$ cat src/rtl/cdma_rx_pkg.sv
package cdma_rx_pkg;

  typedef struct packed {
    logic load;    // sync seen: restart code and sum with this sample
    logic step;    // accumulate this sample within an open period
    logic decide;  // this sample closes the period and a bit is produced
  } rxStrobe_t;

  // feedback tap of the code recurrence for channel index (0-based)
  function automatic int pnTap(input int idx);
    case (idx)
      0:       return 1;
      1:       return 3;
      default: return 4;
    endcase
  endfunction

endpackage

$ cat src/rtl/cdma_rx_ctrl.sv
module cdma_rx_ctrl
  import cdma_rx_pkg::*;
#(
  parameter int LEN  = 127,
  parameter int CH_W = 2
) (
  input  logic            clk,
  input  logic            rst,
  input  logic            syncIn,
  input  logic [CH_W-1:0] chanSel,
  output rxStrobe_t       strobe,
  output logic [CH_W-1:0] chanLatched,
  output logic            validOut
);

  localparam int CNT_W = $clog2(LEN);
  localparam logic [CNT_W-1:0] LAST = CNT_W'(LEN - 1);

  logic             active;
  logic [CNT_W-1:0] sampleCnt;

  always_comb begin
    strobe.load   = syncIn;
    strobe.step   = !syncIn && active;
    strobe.decide = strobe.step && (sampleCnt == LAST) && (chanLatched != '0);
  end

  always_ff @(posedge clk) begin
    if (rst) begin
      active      <= 1'b0;
      sampleCnt   <= '0;
      chanLatched <= '0;
      validOut    <= 1'b0;
    end else begin
      validOut <= strobe.decide;
      if (strobe.load) begin
        active      <= 1'b1;
        sampleCnt   <= CNT_W'(1);
        chanLatched <= chanSel;
      end else if (strobe.step) begin
        if (sampleCnt == LAST) begin
          active    <= 1'b0;
          sampleCnt <= '0;
        end else begin
          sampleCnt <= sampleCnt + CNT_W'(1);
        end
      end
    end
  end

endmodule

$ cat src/rtl/cdma_rx_dpath.sv
module cdma_rx_dpath
  import cdma_rx_pkg::*;
#(
  parameter int LEN  = 127,
  parameter int SW   = 2,
  parameter int NCH  = 3,
  parameter int CH_W = 2
) (
  input  logic            clk,
  input  logic            rst,
  input  rxStrobe_t       strobe,
  input  logic [CH_W-1:0] chanLatched,
  input  logic [SW-1:0]   rxSample,
  output logic            dataOut
);

  localparam int DEG    = $clog2(LEN + 1);
  localparam int MAXLVL = (2 ** SW) - 1;
  localparam int ACC_W  = $clog2(LEN * MAXLVL + 1) + 1;
  localparam logic [DEG-1:0] ONES = '1;

  logic [NCH-1:0] codeBits;
  logic           codeBit;

  genvar g;
  generate
    for (g = 0; g < NCH; g++) begin : gen_pn
      localparam int TAP = pnTap(g);
      logic [DEG-1:0] pnState;
      always_ff @(posedge clk) begin
        if (rst) begin
          pnState <= ONES;
        end else if (strobe.load) begin
          pnState <= {ONES[0] ^ ONES[TAP], ONES[DEG-1:1]};
        end else if (strobe.step) begin
          pnState <= {pnState[0] ^ pnState[TAP], pnState[DEG-1:1]};
        end
      end
      assign codeBits[g] = strobe.load ? ONES[0] : pnState[0];
    end
  endgenerate

  always_comb begin
    codeBit = codeBits[0];
    for (int i = 0; i < NCH; i++) begin
      if (int'(chanLatched) == i + 1) codeBit = codeBits[i];
    end
  end

  logic signed [ACC_W-1:0] acc;
  logic signed [ACC_W-1:0] centered;
  logic signed [ACC_W-1:0] term;
  logic signed [ACC_W-1:0] base;
  logic signed [ACC_W-1:0] nextSum;

  always_comb begin
    centered = $signed(ACC_W'({rxSample, 1'b0})) - $signed(ACC_W'(MAXLVL));
    term     = codeBit ? centered : -centered;
    base     = strobe.load ? '0 : acc;
    nextSum  = base + term;
  end

  always_ff @(posedge clk) begin
    if (rst) begin
      acc     <= '0;
      dataOut <= 1'b0;
    end else begin
      if (strobe.load || strobe.step) acc <= nextSum;
      if (strobe.decide) dataOut <= nextSum[ACC_W-1];
    end
  end

endmodule

$ cat src/rtl/cdma_despread_rx.sv
module cdma_despread_rx
  import cdma_rx_pkg::*;
#(
  parameter int LEN  = 127,
  parameter int SW   = 2,
  parameter int NCH  = 3,
  parameter int CH_W = 2
) (
  input  logic            clk,
  input  logic            rst,
  input  logic [SW-1:0]   rxSample,
  input  logic            syncIn,
  input  logic [CH_W-1:0] chanSel,
  output logic            dataOut,
  output logic            validOut
);

  rxStrobe_t       strobe;
  logic [CH_W-1:0] chanLatched;

  cdma_rx_ctrl #(.LEN(LEN), .CH_W(CH_W)) u_ctrl (
    .clk        (clk),
    .rst        (rst),
    .syncIn     (syncIn),
    .chanSel    (chanSel),
    .strobe     (strobe),
    .chanLatched(chanLatched),
    .validOut   (validOut)
  );

  cdma_rx_dpath #(.LEN(LEN), .SW(SW), .NCH(NCH), .CH_W(CH_W)) u_dpath (
    .clk        (clk),
    .rst        (rst),
    .strobe     (strobe),
    .chanLatched(chanLatched),
    .rxSample   (rxSample),
    .dataOut    (dataOut)
  );

endmodule

$ cat config.mk
export PLATFORM = sky130hd
export DESIGN_NAME = cdma_despread_rx
export DESIGN_NICKNAME = d
export VERILOG_FILES = /design/src/rtl/cdma_rx_pkg.sv /design/src/rtl/cdma_rx_ctrl.sv /design/src/rtl/cdma_rx_dpath.sv /design/src/rtl/cdma_despread_rx.sv
export SDC_FILE = /design/constraint.sdc
export NUM_CORES = 1
export LEC_CHECK = 0
export BUFFER_PORTS_ARGS = -buffer_cell sky130_fd_sc_hd__buf_2
export CAP_MARGIN = 25
export CORE_ASPECT_RATIO = 1.2
export CORE_UTILIZATION = 52
export DETAILED_ROUTE_END_ITERATION = 12
export MAX_ROUTING_LAYER = met4
export PLACE_DENSITY = 0.69
export SETUP_SLACK_MARGIN = 0.3
export SLEW_MARGIN = 10
export SYNTH_ARGS = -nofsm -noshare
export SYNTH_HDL_FRONTEND = slang
export SYNTH_HIERARCHICAL = 1
export SYNTH_SLANG_ARGS = --single-unit
$ cat constraint.sdc
create_clock -name clk -period 4.2 [get_ports clk]
set_clock_uncertainty 0.15 [all_clocks]
set_input_delay 0.84 -clock clk [delete_from_list [all_inputs] [get_ports clk]]
set_output_delay 0.84 -clock clk [all_outputs]
set_load 0.02 [all_outputs]
==> impl_metrics.toml <==
[final_layout]
n_antenna_cell = 0
final_nets = 318
final_cells = 362
nFillCells = 440
area_growth_pct = 7.415
drive_above_1_share_pct = 11.51

[global_route]
grt_pass1_vias = 1939
grt_max_degree = 42
grt_use_total_pct = 22.17
globalRouteMet3Util_pct = 4.454
grt_pass1_wl_um = 8790
gr-usage-met1_pct = 28.34
grt_use_met2_pct = 33.67
overflow = 0
antenna_found_initial = 0
top_usage_layer = "met2"

[setup_path]
critPathMaxStageDelay_ns = 0.53
r2r_cells = 11
crit_required_ns = 4.27
cp_cell_sequence = "buf_2 -> or4b_4 -> nand3_4 -> nor2_4 -> inv_1 -> ha_1 -> a21oi_1 -> a21boi_0 -> or4_1 -> or3_1 -> a311o_1 -> o31ai_1"
r2r_start = "u_ctrl/chanLatched[1]$_SDFFE_PP0P_"
cp_slowest_cell = "or4b_4"
critPathCapture = "u_dpath/acc[7]$_SDFFE_PP0P_"
crit_start = "rxSample[1]"
cp-end-kind = "register"
path_class = "in -> reg"
start_kind = "primary input"
reg2reg_setup_slack_ns = 0.82
arrival_ns = 3.62
path_max_fanout = 10
reg2reg_to = "u_dpath/acc[7]$_SDFFE_PP0P_"

[logic_synthesis]
syn_inst = 297
synth_edf_count = 0
ys_types = 62
ys_seq_area_share_pct = 33.56
ys_warn_count = 6
ys_ff_latch = 43
synthesis.nets = 312
syn-cell-area_sq_um = 2565
async_flop_share_pct = 0
ys.flop_type = "dfxtp_1"
postSynthAreaPerCell_sq_um = 8.636

[clock_network]
clkLatencyLatePin_ns = 0.30
cts_made_buffers = 5
cts-root-buf = "clkbuf_8"
clock_path_buffers = 2
cts_tree = "built"
post_cts_buffers = 0
htree_levels = 2
clk_pin_slew_ns = 0.09
cts_hold_buffers = 0
post_cts_resized = 0
cts_sinks = 43

[pwr]
p_total_mw = 0.9456
peakVddDrop_v = 0.0001971
power.leakage_nw = 1.024
powerDensity_nw_per_um2 = 343.2

[flow_run]
drv_cap = 0

[sta]
setup_violations = 0
worst_slew_pin_slew_ns = 0.7603
period_needed_ns = 3.548
fmax_ghz = 0.2818
maxSlewViolCount = 0
post-route-period-util_pct = 84.49
fin_tns_setup_ns = 0
max_slew_margin_pct = 48.60
hold_violations = 0
rsz0062_at_grt = "no"

[detailed_routing]
drtIter0Drc = 135
via_per_inst = 5.771
drc = 0
firstDrtPassIters = 5
antenna_left = 0
num_vias = 2089
wl_per_cell_um = 14.10
wl_um = 5103

[die]
core-area_sq_um = 4662
io_pins = 9
die_h_um = 78.94
rows = 27
start_util_pct = 55.02
die-area_sq_um = 5219
die_w_um = 66.12

[hold_path]
hold_path.class = "reg -> reg"

[placed_design]
portBuffers = 8
gp_congestion = 0.9068
dp_cells = 353
dp.final_hpwl_um = 3550

[outcome]
outcome = "completed"
[cell families after synthesis]
group                    after synthesis  share of synthesized area, %
AND/OR/NAND/NOR                      124                         27.17
AO/OA/AOI/OAI                         62                         16.05
flip-flops                            43                         33.56
multiplexers                          27                         11.37
buffers and inverters                 23                         4.146
XOR/XNOR                               9                         3.073
adder cells (fa/ha/maj)                9                         4.634
[placed cells by master (no fill, tap or decap), types with 6 or more instances in the layout]
cell type / instances
dfxtp_1: 43
nand2_1: 32
mux2i_1: 24
nor2_1: 23
a21oi_1: 18
o21ai_0: 11
nor2b_1: 11
nor3_1: 10
inv_1: 9
buf_2: 8
or3_1: 7
ha_1: 7
nand3b_1: 6
nand3_1: 6
nand2b_1: 6
xnor2_1: 6
[Yosys cell counts, drive strengths merged (2+ instances only)]
master,number,area [sq um]
nor3b,3,22.52
a21o,3,22.52
nand2b,6,37.54
or4,3,22.52
o21bai,3,22.52
o21ai,11,55.05
nand4,3,33.78
dfxtp,43,860.8
o211ai,4,30.03
nand2,32,120.1
nor2b,11,68.82
or3b,2,17.52
clkbuf,8,30.03
xor2,3,26.28
mux2i,26,276.5
buf,6,42.53
nor3,10,50.05
o31ai,3,27.52
nor4b,2,17.52
a31oi,4,25.02
nand3b,6,45.04
a21oi,19,98.85
inv,9,33.78
or3,7,43.79
a21boi,2,15.01
nand3,7,47.55
xnor2,6,52.55
a211oi,2,15.01
ha,7,87.58
o311ai,2,17.52
nor2,24,97.59
[flip-flops by register name, summed over array words and instances, names as in the netlist]
| register | cells |
|---|---|
| u_dpath/dataOut | 1 |
| u_dpath/gen_pn.pnState | 21 |
| u_ctrl/chanLatched | 2 |
| u_ctrl/validOut | 1 |
| u_ctrl/active | 1 |
| u_dpath/acc | 10 |
| u_ctrl/sampleCnt | 7 |
[critical path, delay by kind of cell]
kind / cells / cell delay, ns
compound gates: 4 / 0.69
fa+ha+maj: 1 / 0.28
buf+inv: 2 / 0.28
simple gates: 5 / 1.52
[layer usage]
metal | routed length, um | share of wire (%)
met1 | 2495 | 49
met2 | 2342 | 46
met3 | 167 | 3.3
met4 | 97 | 1.9
met5 | 0 | 0
[final cells by class]
cell class                 count  area, sq um  area share [%]
clock buffer                   5        68.82           2.498
clock inverter                 3        43.79           1.589
inverter                       9        33.78           1.226
multi-input combinational    231         1598           57.99
sequential                    43        860.8           31.24
tap                           58        72.57           2.634
timing repair buffer          13        77.57           2.816
[how the worst min path moves through the flow]
stage / start / to / slack, ns / cells after the start
6_report: u_dpath/acc[1]$_SDFFE_PP0P_ / u_dpath/acc[1]$_SDFFE_PP0P_ / 0.32 / 2
5_1_grt: u_dpath/acc[6]$_SDFFE_PP0P_ / u_dpath/acc[6]$_SDFFE_PP0P_ / 0.36 / 2
4_1_cts: u_dpath/acc[1]$_SDFFE_PP0P_ / u_dpath/acc[1]$_SDFFE_PP0P_ / 0.32 / 2
3_5_place_dp: u_dpath/acc[1]$_SDFFE_PP0P_ / u_dpath/acc[1]$_SDFFE_PP0P_ / 0.30 / 2
3_3_place_gp: u_dpath/acc[1]$_SDFFE_PP0P_ / u_dpath/acc[1]$_SDFFE_PP0P_ / 0.29 / 2
2_1_floorplan: u_dpath/acc[1]$_SDFFE_PP0P_ / u_dpath/acc[1]$_SDFFE_PP0P_ / 0.28 / 2
[per-stage QoR]
step	utilization, %	instance area [sq um]	hold slack, ns	setup slack (ns)
floorplan	-	2565	0.2773	0.3834
global placement	56.52	2635	0.2906	0.4134
CTS	58.94	2748	0.3160	0.6818
detailed placement	56.52	2635	0.3003	0.3567
finish	59.10	2755	0.3162	0.6515
global route	59.10	2755	0.3563	0.5120
[where the power goes]
group,switching [mW],internal [mW]
combinational,0.0975,0.0762
sequential,0.0176,0.426
clock,0.151,0.177
total,0.266,0.680
Note: power is estimated with default switching activity, not from simulation.
